<file path="src/rtl/rns_to_bin_pkg.sv">
package rns_to_bin_pkg;
  // number of register stages from capture to output
  localparam int STAGES = 5;

  // per-stage load strobes handed from control to datapath
  typedef struct packed {
    logic [STAGES-1:0] load;
  } stageCtl_t;
endpackage

</file>
<file path="src/rtl/rns_to_bin_modadd.sv">
// Adder modulo 2^W-1 with end-around carry and canonical (non all-ones) result.
module rns_to_bin_modadd #(
  parameter int W = 8
) (
  input  logic [W-1:0] a,
  input  logic [W-1:0] b,
  output logic [W-1:0] sum
);
  logic [W:0]   raw;
  logic [W-1:0] wrapped;

  always_comb begin
    raw     = {1'b0, a} + {1'b0, b};
    // the carry out has weight 2^W, which is 1 modulo 2^W-1
    wrapped = raw[W-1:0] + W'(raw[W]);
    // all ones is the second encoding of zero; fold it to zero
    sum     = (&wrapped) ? '0 : wrapped;
  end
endmodule

</file>
<file path="src/rtl/rns_to_bin_ctrl.sv">
module rns_to_bin_ctrl
  import rns_to_bin_pkg::*;
(
  input  logic      clk,
  input  logic      rstN,
  input  logic      inValid,
  output stageCtl_t ctl,
  output logic      outValid
);
  localparam int CW = $clog2(STAGES + 1);

  logic [STAGES-1:0] vldPipe;
  logic [CW-1:0]     sinceRst;

  always_ff @(posedge clk) begin
    if (!rstN) vldPipe <= '0;
    else       vldPipe <= {vldPipe[STAGES-2:0], inValid};
  end

  always_comb begin
    ctl.load[0] = inValid;
    for (int i = 1; i < STAGES; i++) ctl.load[i] = vldPipe[i-1];
  end

  assign outValid = vldPipe[STAGES-1];

  // cycles since reset, used to keep the latency check inside its window
  always_ff @(posedge clk) begin
    if (!rstN)                        sinceRst <= '0;
    else if (sinceRst != CW'(STAGES)) sinceRst <= sinceRst + 1'b1;
  end

  // a result flag appears exactly five edges after its input flag
  p_valid_latency_r2: assert property (@(posedge clk) disable iff (!rstN)
    (sinceRst == CW'(STAGES)) |-> (outValid == $past(inValid, 5)));

  // nothing valid straight out of reset
  p_reset_quiet_r6: assert property (@(posedge clk)
    $past(!rstN) |-> !outValid);
endmodule

</file>
<file path="src/rtl/rns_to_bin_datapath.sv">
module rns_to_bin_datapath
  import rns_to_bin_pkg::*;
#(
  parameter int N = 7
) (
  input  logic          clk,
  input  logic          rstN,
  input  stageCtl_t     ctl,
  input  logic [N-1:0]  resLo,
  input  logic [N-1:0]  resMid,
  input  logic [N:0]    resHi,
  output logic [3*N:0]  outValue
);
  localparam int WH = N + 1;      // width of the 2^(N+1)-1 channel
  localparam int YW = 2 * N + 1;  // width of the upper part Y
  localparam int OW = 3 * N + 1;  // output width

  // stage 0: captured inputs
  logic [N-1:0]  r0Lo, r0Mid;
  logic [WH-1:0] r0Hi;
  // stage 1: differences
  logic [N-1:0]  s1Y1, s1Mid;
  logic [WH-1:0] s1D3;
  // stage 2: correction factor
  logic [WH-1:0] s2K;
  logic [N-1:0]  s2Y1, s2Mid;
  // stage 3: upper part
  logic [YW-1:0] s3Y;
  logic [N-1:0]  s3Mid;
  // stage 4: output
  logic [OW-1:0] outReg;

  logic [N-1:0]  diffLo;
  logic [WH-1:0] diffHi, y3Rot, kSum, kRot;
  logic [YW-1:0] yVal;

  // x1 - x2 modulo 2^N-1 (inverse of 2^N is 1 there)
  rns_to_bin_modadd #(.W(N)) u_subLo (
    .a(r0Lo), .b(~r0Mid), .sum(diffLo)
  );

  // x3 - x2 modulo 2^(N+1)-1, x2 widened with a zero bit
  rns_to_bin_modadd #(.W(WH)) u_subHi (
    .a(r0Hi), .b(~{1'b0, r0Mid}), .sum(diffHi)
  );

  // times 2 (inverse of 2^N modulo 2^(N+1)-1) is a left rotation
  assign y3Rot = {s1D3[WH-2:0], s1D3[WH-1]};

  // Y1 - Y3 modulo 2^(N+1)-1, then times 2 again gives the inverse of -(2^N-1)
  rns_to_bin_modadd #(.W(WH)) u_subK (
    .a({1'b0, s1Y1}), .b(~y3Rot), .sum(kSum)
  );
  assign kRot = {kSum[WH-2:0], kSum[WH-1]};

  // Y = Y1 + (2^N-1)*k in plain binary
  assign yVal = {s2K, {N{1'b0}}} - YW'(s2K) + YW'(s2Y1);

  always_ff @(posedge clk) begin
    if (!rstN) begin
      r0Lo <= '0; r0Mid <= '0; r0Hi <= '0;
      s1Y1 <= '0; s1Mid <= '0; s1D3 <= '0;
      s2K  <= '0; s2Y1  <= '0; s2Mid <= '0;
      s3Y  <= '0; s3Mid <= '0;
      outReg <= '0;
    end else begin
      if (ctl.load[0]) begin
        r0Lo <= resLo; r0Mid <= resMid; r0Hi <= resHi;
      end
      if (ctl.load[1]) begin
        s1Y1 <= diffLo; s1D3 <= diffHi; s1Mid <= r0Mid;
      end
      if (ctl.load[2]) begin
        s2K <= kRot; s2Y1 <= s1Y1; s2Mid <= s1Mid;
      end
      if (ctl.load[3]) begin
        s3Y <= yVal; s3Mid <= s2Mid;
      end
      if (ctl.load[4]) begin
        // X = x2 + 2^N * Y is a concatenation
        outReg <= {s3Y, s3Mid};
      end
    end
  end

  assign outValue = outReg;

  // intermediates stay canonical
  p_lo_canon_r9: assert property (@(posedge clk) disable iff (!rstN)
    s1Y1 != '1);
  p_hi_canon_r9: assert property (@(posedge clk) disable iff (!rstN)
    s1D3 != '1);
  p_k_canon_r9: assert property (@(posedge clk) disable iff (!rstN)
    s2K != '1);

  // output register holds when its stage is not loaded
  p_out_hold_r5: assert property (@(posedge clk) disable iff (!rstN)
    !ctl.load[4] |=> $stable(outReg));
endmodule

</file>
<file path="src/rtl/rns_to_bin.sv">
module rns_to_bin
  import rns_to_bin_pkg::*;
#(
  parameter int N = 7
) (
  input  logic         clk,
  input  logic         rstN,
  input  logic         inValid,
  input  logic [N-1:0] resLo,
  input  logic [N-1:0] resMid,
  input  logic [N:0]   resHi,
  output logic         outValid,
  output logic [3*N:0] outValue
);
  localparam int OW = 3 * N + 1;
  localparam logic [OW:0] ONE = 1;
  // M = (2^N-1) * 2^N * (2^(N+1)-1), expanded into powers of two
  localparam logic [OW:0] MOD_M =
    (ONE << OW) - (ONE << (2 * N + 1)) - (ONE << (2 * N)) + (ONE << N);

  stageCtl_t ctl;

  rns_to_bin_ctrl u_ctrl (
    .clk(clk), .rstN(rstN), .inValid(inValid),
    .ctl(ctl), .outValid(outValid)
  );

  rns_to_bin_datapath #(.N(N)) u_dp (
    .clk(clk), .rstN(rstN), .ctl(ctl),
    .resLo(resLo), .resMid(resMid), .resHi(resHi),
    .outValue(outValue)
  );

  // every valid result lies inside the dynamic range
  p_out_range_r3: assert property (@(posedge clk) disable iff (!rstN)
    outValid |-> ({1'b0, outValue} < MOD_M));
endmodule

</file>
<file path="config.mk">
export PLATFORM = sky130hd
export DESIGN_NAME = rns_to_bin
export DESIGN_NICKNAME = d
export VERILOG_FILES = /design/src/rtl/rns_to_bin_pkg.sv /design/src/rtl/rns_to_bin_modadd.sv /design/src/rtl/rns_to_bin_ctrl.sv /design/src/rtl/rns_to_bin_datapath.sv /design/src/rtl/rns_to_bin.sv
export SDC_FILE = /design/constraint.sdc
export NUM_CORES = 1
export LEC_CHECK = 0
export ABC_AREA = 1
export BUFFER_PORTS_ARGS = -buffer_cell sky130_fd_sc_hd__buf_2
export CAP_MARGIN = 20
export CORE_MARGIN = 3
export CORE_UTILIZATION = 45
export CTS_CLUSTER_SIZE = 10
export DETAILED_ROUTE_END_ITERATION = 8
export GPL_TIMING_DRIVEN = 0
export HOLD_SLACK_MARGIN = 0.02
export PLACE_DENSITY_LB_ADDON = 0.1
export SYNTH_ARGS = -nofsm -noshare
export SYNTH_HDL_FRONTEND = slang
export SYNTH_HIERARCHICAL = 1
export SYNTH_SLANG_ARGS = --single-unit
</file>
<file path="constraint.sdc">
create_clock -name clk -period 3.8 [get_ports clk]
set_clock_uncertainty 0.15 [all_clocks]
set_input_delay 0.76 -clock clk [delete_from_list [all_inputs] [get_ports clk]]
set_output_delay 0.76 -clock clk [all_outputs]
set_load 0.01 [all_outputs]
</file>
* Yosys cells after proc, flatten, opt, wreduce, memory -nomap -nowiden *
Index checks and enable logic that the tools add are counted.
Widths: inputs -> output; s select.

storage, ports and cells
  register bits after elaboration = 115
  output and inout bits = 23

cells by class
  $add $sub $neg = 8
  mux-type cells = 3
  bitwise gates (word level) = 3
  reductions and logical operators = 3

operators with widths
  cell              count
  $add 8x1->8       2
  $mux 8            2
  $reduce_and 8->1  2
  $add 15x7->15     1
  $sub 15x8->15     1
  $add 7x8->9       1
  $add 8x8->9       1
  $add 7x7->8       1
  $not 7->8         1
  $not 8->8         1
  $add 7x1->7       1
  $mux 7            1
  $not 7->7         1
  $reduce_and 7->1  1

* Logic depth before layout (Yosys ltp) *
  word-level depth = 5
  depth in mapped cells = 22
  mapped depth without buffers = 22

* Hierarchy *
Netlist, hierarchy kept.

modules (own cells, without submodules)
  module                                instances  cells each  area an instance (um2)
  rns_to_bin_datapath                   1          602         4424.2
  rns_to_bin_modadd (u_dp.u_subHi ...)  2          124         700.7
  rns_to_bin_modadd (u_dp.u_subLo)      1          113         604.3
  rns_to_bin_ctrl                       1          16          145.1

* Least setup slack after synthesis *
OpenSTA, ideal clock, no wires.

  path kind = register to register
  from = register u_dp.r0Mid[0]
  to = register u_dp.s1D3[0]
  arrival = 2.774 ns
  data required time = 3.517 ns
  path slack = 0.744 ns
  stages on the path, launching flop included = 22
  buffers on the path = 0
  period minus slack after synthesis = 3.056 ns
  path through = dfxtp_1 inv_1 ha_1 fa_1 nand2_2 nand2_2 nand3_1 nand2_1 a21oi_1 o21bai_1 ha_1 ha_1 nand3_1 nand2_1 nor2_1 nand3_1 nor2_1 nand2_2 nor2_8 a21oi_1 o21ai_0 a21oi_1

on the way
  cells in the longest elaborated chain, start to end = 5

ends and longest elaborated chain
  what                      RTL line                   source
  start: declaration        rns_to_bin_datapath.sv:19  logic [N-1:0] r0Lo, r0Mid;
  start signal: assignment  rns_to_bin_datapath.sv:68  r0Lo <= resLo; r0Mid <= resMid; r0Hi <= resHi;
  $not 7->8 (*)             rns_to_bin_datapath.sv:44  .a(r0Hi), .b(~{1'b0, r0Mid}), .sum(diffHi)
  $add 8x8->9 (*)           rns_to_bin_modadd.sv:13    raw = {1'b0, a} + {1'b0, b};
  $add 8x1->8 (*)           rns_to_bin_modadd.sv:15    wrapped = raw[W-1:0] + W'(raw[W]);
  $reduce_and 8->1          rns_to_bin_modadd.sv:17    sum = (&wrapped) ? '0 : wrapped;
  $mux 8 (*)                rns_to_bin_modadd.sv:17
  via u_dp.diffHi[0]        rns_to_bin_datapath.sv:34  logic [WH-1:0] diffHi, y3Rot, kSum, kRot;
  end signal: assignment    rns_to_bin_datapath.sv:71  s1Y1 <= diffLo; s1D3 <= diffHi; s1Mid <= r0Mid;
  end: declaration          rns_to_bin_datapath.sv:23  logic [WH-1:0] s1D3;

Mark *: on every way through the listed nets, which the timed path passes. The rest lies on a longest branch.
A chain may end at the register's enable or synchronous reset.

* Worst setup path after layout *
  from = register u_dp.r0Mid[0]
  to = register u_dp.s1D3[6]

The elaborated chain is that of the path after synthesis.

==> results.json <==
{
  "syn-num-nets": 1046,
  "clk_latency_ps": 410,
  "critical_path.n_buffers_inverters": 1,
  "leakage_nw": 3.97,
  "wl_mm": 15.5,
  "clock_tree_from_tritoncts": "yes",
  "final.setup.tns_ps": 0,
  "place_congestion": 0.885,
  "route.antenna.remaining_nets": 0,
  "via_count": 6113,
  "cts_resized": 0,
  "final_layout_size_suffix_gt1_frac": 0.133,
  "grt.total_usage": 0.205,
  "synth_top_area_share": 0.350,
  "avgViaCountPerCell": 4.94,
  "unrepaired_setup_endpoints_after_global_routing": "false",
  "timing.final.crit_share": 0.915,
  "fp.coreArea_um2": 14100,
  "num_io_pins": 48,
  "worst_setup_path_start_kind": "flip-flop",
  "cts_hold_repair.buffers": 0,
  "dieArea_um2": 16100,
  "chip_width_um": 127,
  "max-cap-violations": 0,
  "finish.utilization": 0.544,
  "grt_first_pass_wirelength_mm": 27.1,
  "pin_count_of_the_biggest_net_entering_global_routing": 17,
  "nFillCells": 1482,
  "root_buffer": "sky130_fd_sc_hd__clkbuf_16",
  "timing.critical_path.arrival_ps": 3610,
  "worst_path_dominant_cell_family": "adder cells",
  "timing.hold.worst_path_depth": 2,
  "worstMarginPinSlew_ps": 593,
  "num_rows": 43,
  "synthTopCellsByCount": "sky130_fd_sc_hd__nor2_1, sky130_fd_sc_hd__nand2_1, sky130_fd_sc_hd__inv_1",
  "synthesis.area_um2": 6580,
  "worstHoldPathType": "flip-flop to flip-flop",
  "grt_pass1_vias": 5876,
  "detail_route.iter0.violations": 351,
  "p_per_area_nw_per_um2": 514,
  "drcViolationCount": 0,
  "timing.critical_path.required_ps": 3930,
  "max-vdd-ir-drop_mv": 0.303,
  "drt-wirelength-per-cell_um": 12.5,
  "synthArstFlopShare": 0,
  "setup-violations-final": 0,
  "die_h_um": 127,
  "slew_violations": 0,
  "timing.final.hold_violations": 0,
  "flip_flop_and_latch_count_after_synthesis": 115,
  "critical-path-max-stage-delay_ps": 390,
  "worst_slack_ps": 324,
  "run_status": "complete, no violations",
  "syn_area_per_cell_um2": 6.72,
  "timing.critical_path.to_type": "flip-flop",
  "yosys.cell_count.top_type": "sky130_fd_sc_hd__nor2_1",
  "flow.area_growth_from_synthesis_pct": 16.5,
  "numnets_final": 1112,
  "synth_cell_type_count": 30,
  "cp_cell_sequence": "inv_1 -> ha_1 -> fa_2 -> nand2_2 -> nand2_2 -> nand3_1 -> nand2_1 -> a21oi_1 -> o21bai_1 -> ha_1 -> ha_1 -> nand3_1 -> nand2_1 -> nor2_1 -> nand3_1 -> nor2_1 -> nand2_2 -> nor2_8 -> a21oi_1 -> o21ai_0 -> a21oi_1",
  "antenna_found_initial": 0,
  "clock_tree.buffer_depth": 2,
  "detailed_place_hpwl_mm": 12.1,
  "worst-path-stages": 21,
  "timing.fmax_mhz": 288,
  "max-slew-margin-rel": 0.604,
  "port_buffers": 47,
  "clock_sinks": 115,
  "timing.critical_path.fanout_max": 8,
  "globalRoute.totalOverflow": 0,
  "num_antenna_cells": 0,
  "ctsHtreeMaxLevel": 4,
  "yosys-top-cells-area": "sky130_fd_sc_hd__dfxtp_1, sky130_fd_sc_hd__nor2_1, sky130_fd_sc_hd__nand2_1",
  "synth-edff-count": 0,
  "layout_min_cycle_time_ps": 3480,
  "drt-pass1-iter-count": 5,
  "r2r_cells": 21,
  "yosysSeqAreaShare": 0.350,
  "yosys_warnings": 6,
  "initial_cell_density_of_the_core": 0.466,
  "clk_pin_slew_ps": 60,
  "synthesis.instances": 979,
  "dominantRegCellSynth": "sky130_fd_sc_hd__dfxtp_1",
  "critical_path_class": "flip-flop to flip-flop",
  "cts-buffers-inserted": 17,
  "synth_area_leader_cell": "sky130_fd_sc_hd__dfxtp_1",
  "crit_path_top_delay_cell": "sky130_fd_sc_hd__fa_2",
  "cts_post_setup_buffers_inserted": 0,
  "dpl_worst_slack_ps": 274
}
## registers in the layout, summed over array words and instances, names as in the netlist
name,flops
u_dp/r0Lo,7
u_dp/s3Y,15
u_dp/r0Mid,7
u_ctrl/vldPipe,5
u_dp/s1Mid,7
u_dp/s2Mid,7
u_dp/outValue,22
u_dp/s2Y1,7
u_dp/r0Hi,8
u_dp/s3Mid,7
u_dp/s2K,8
u_dp/s1D3,8
u_dp/s1Y1,7
## cell families after synthesis
kind of cell,synth area share
fa+ha+maj,0.0845
buf+inv,0.0902
simple gates,0.321
flops,0.350
compound gates,0.149
other cells,0.00114
xor+xnor,0.00400
## path summary, 6_finish.rpt
kind	from	end	slack [ps]
setup / recovery	u_dp/r0Mid[0]	u_dp/s1D3[6]	320
hold / removal	u_ctrl/vldPipe[2]	u_ctrl/vldPipe[3]	270
setup reg to reg	u_dp/r0Mid[0]	u_dp/s1D3[6]	320
hold reg to reg	u_ctrl/vldPipe[2]	u_ctrl/vldPipe[3]	270
## cell type report
class                           instances  area [um2]  area share
Sequential cell                       115        2300       0.300
Tap cell                              180         225      0.0294
Multi-Input combinational cell        709        3680       0.481
Clock inverter                         13         181      0.0237
Buffer                                 32         131      0.0171
Timing Repair Buffer                   47         235      0.0307
Clock buffer                           19         443      0.0578
Inverter                              123         462      0.0603
## metal layers
metal,vias up,track usage,routed length (um),part of all wire
met5,-,0,0,0
met1,2723,0.268,7600,0.49
met2,95,0.347,7210,0.47
met3,11,0.0438,556,0.036
met4,0,0.0467,119,0.0077
li1,3284,-,-,-
## placed cells by master, fill, tap and decap left out, types with 2 or more instances in the layout
| cell type | count |
|---|---|
| sky130_fd_sc_hd__nand3_1 | 68 |
| sky130_fd_sc_hd__xor2_1 | 2 |
| sky130_fd_sc_hd__a21oi_1 | 76 |
| sky130_fd_sc_hd__nand2_1 | 161 |
| sky130_fd_sc_hd__clkbuf_16 | 17 |
| sky130_fd_sc_hd__bufinv_16 | 4 |
| sky130_fd_sc_hd__clkbuf_1 | 26 |
| sky130_fd_sc_hd__nand2_4 | 3 |
| sky130_fd_sc_hd__inv_2 | 5 |
| sky130_fd_sc_hd__o211ai_1 | 2 |
| sky130_fd_sc_hd__nand3_2 | 13 |
| sky130_fd_sc_hd__o21ai_0 | 104 |
| sky130_fd_sc_hd__nand3b_1 | 3 |
| sky130_fd_sc_hd__conb_1 | 2 |
| sky130_fd_sc_hd__inv_1 | 117 |
| sky130_fd_sc_hd__fa_1 | 3 |
| sky130_fd_sc_hd__inv_6 | 2 |
| sky130_fd_sc_hd__a21oi_2 | 3 |
| sky130_fd_sc_hd__nor2_2 | 5 |
| sky130_fd_sc_hd__nand4_1 | 7 |
| sky130_fd_sc_hd__clkinvlp_4 | 2 |
| sky130_fd_sc_hd__clkinv_2 | 4 |
| sky130_fd_sc_hd__nand2_2 | 21 |
| sky130_fd_sc_hd__buf_2 | 53 |
| sky130_fd_sc_hd__nor2_1 | 185 |
| sky130_fd_sc_hd__nor2_8 | 2 |
| sky130_fd_sc_hd__nor2_4 | 3 |
| sky130_fd_sc_hd__dfxtp_1 | 115 |
| sky130_fd_sc_hd__ha_1 | 38 |
| sky130_fd_sc_hd__o21a_1 | 2 |
| sky130_fd_sc_hd__o21bai_1 | 3 |
## power by group
part	internal [W]	total [W]	switching [W]
Combinational	0.000333	0.000953	0.000620
Sequential	0.00127	0.00130	0.0000347
Clock	0.00111	0.00168	0.000569
Total	0.00272	0.00394	0.00122
## worst min-delay path: stages, from the launching register on
cell                      delay, ps
sky130_fd_sc_hd__dfxtp_1        300
sky130_fd_sc_hd__nand2_1         50
sky130_fd_sc_hd__inv_1           30
## through the flow
stage,cells,total power (W),instance area [um2],hold WS [ps]
2_1_floorplan,979,0.00208,6580,253
3_3_place_gp,1206,0.00227,7040,262
3_5_place_dp,1206,0.00227,7040,266
4_1_cts,1238,0.00396,7660,275
5_1_grt,1238,0.00418,7660,317
6_report,1238,0.00394,7660,271
(Power assumes the default switching activity.)
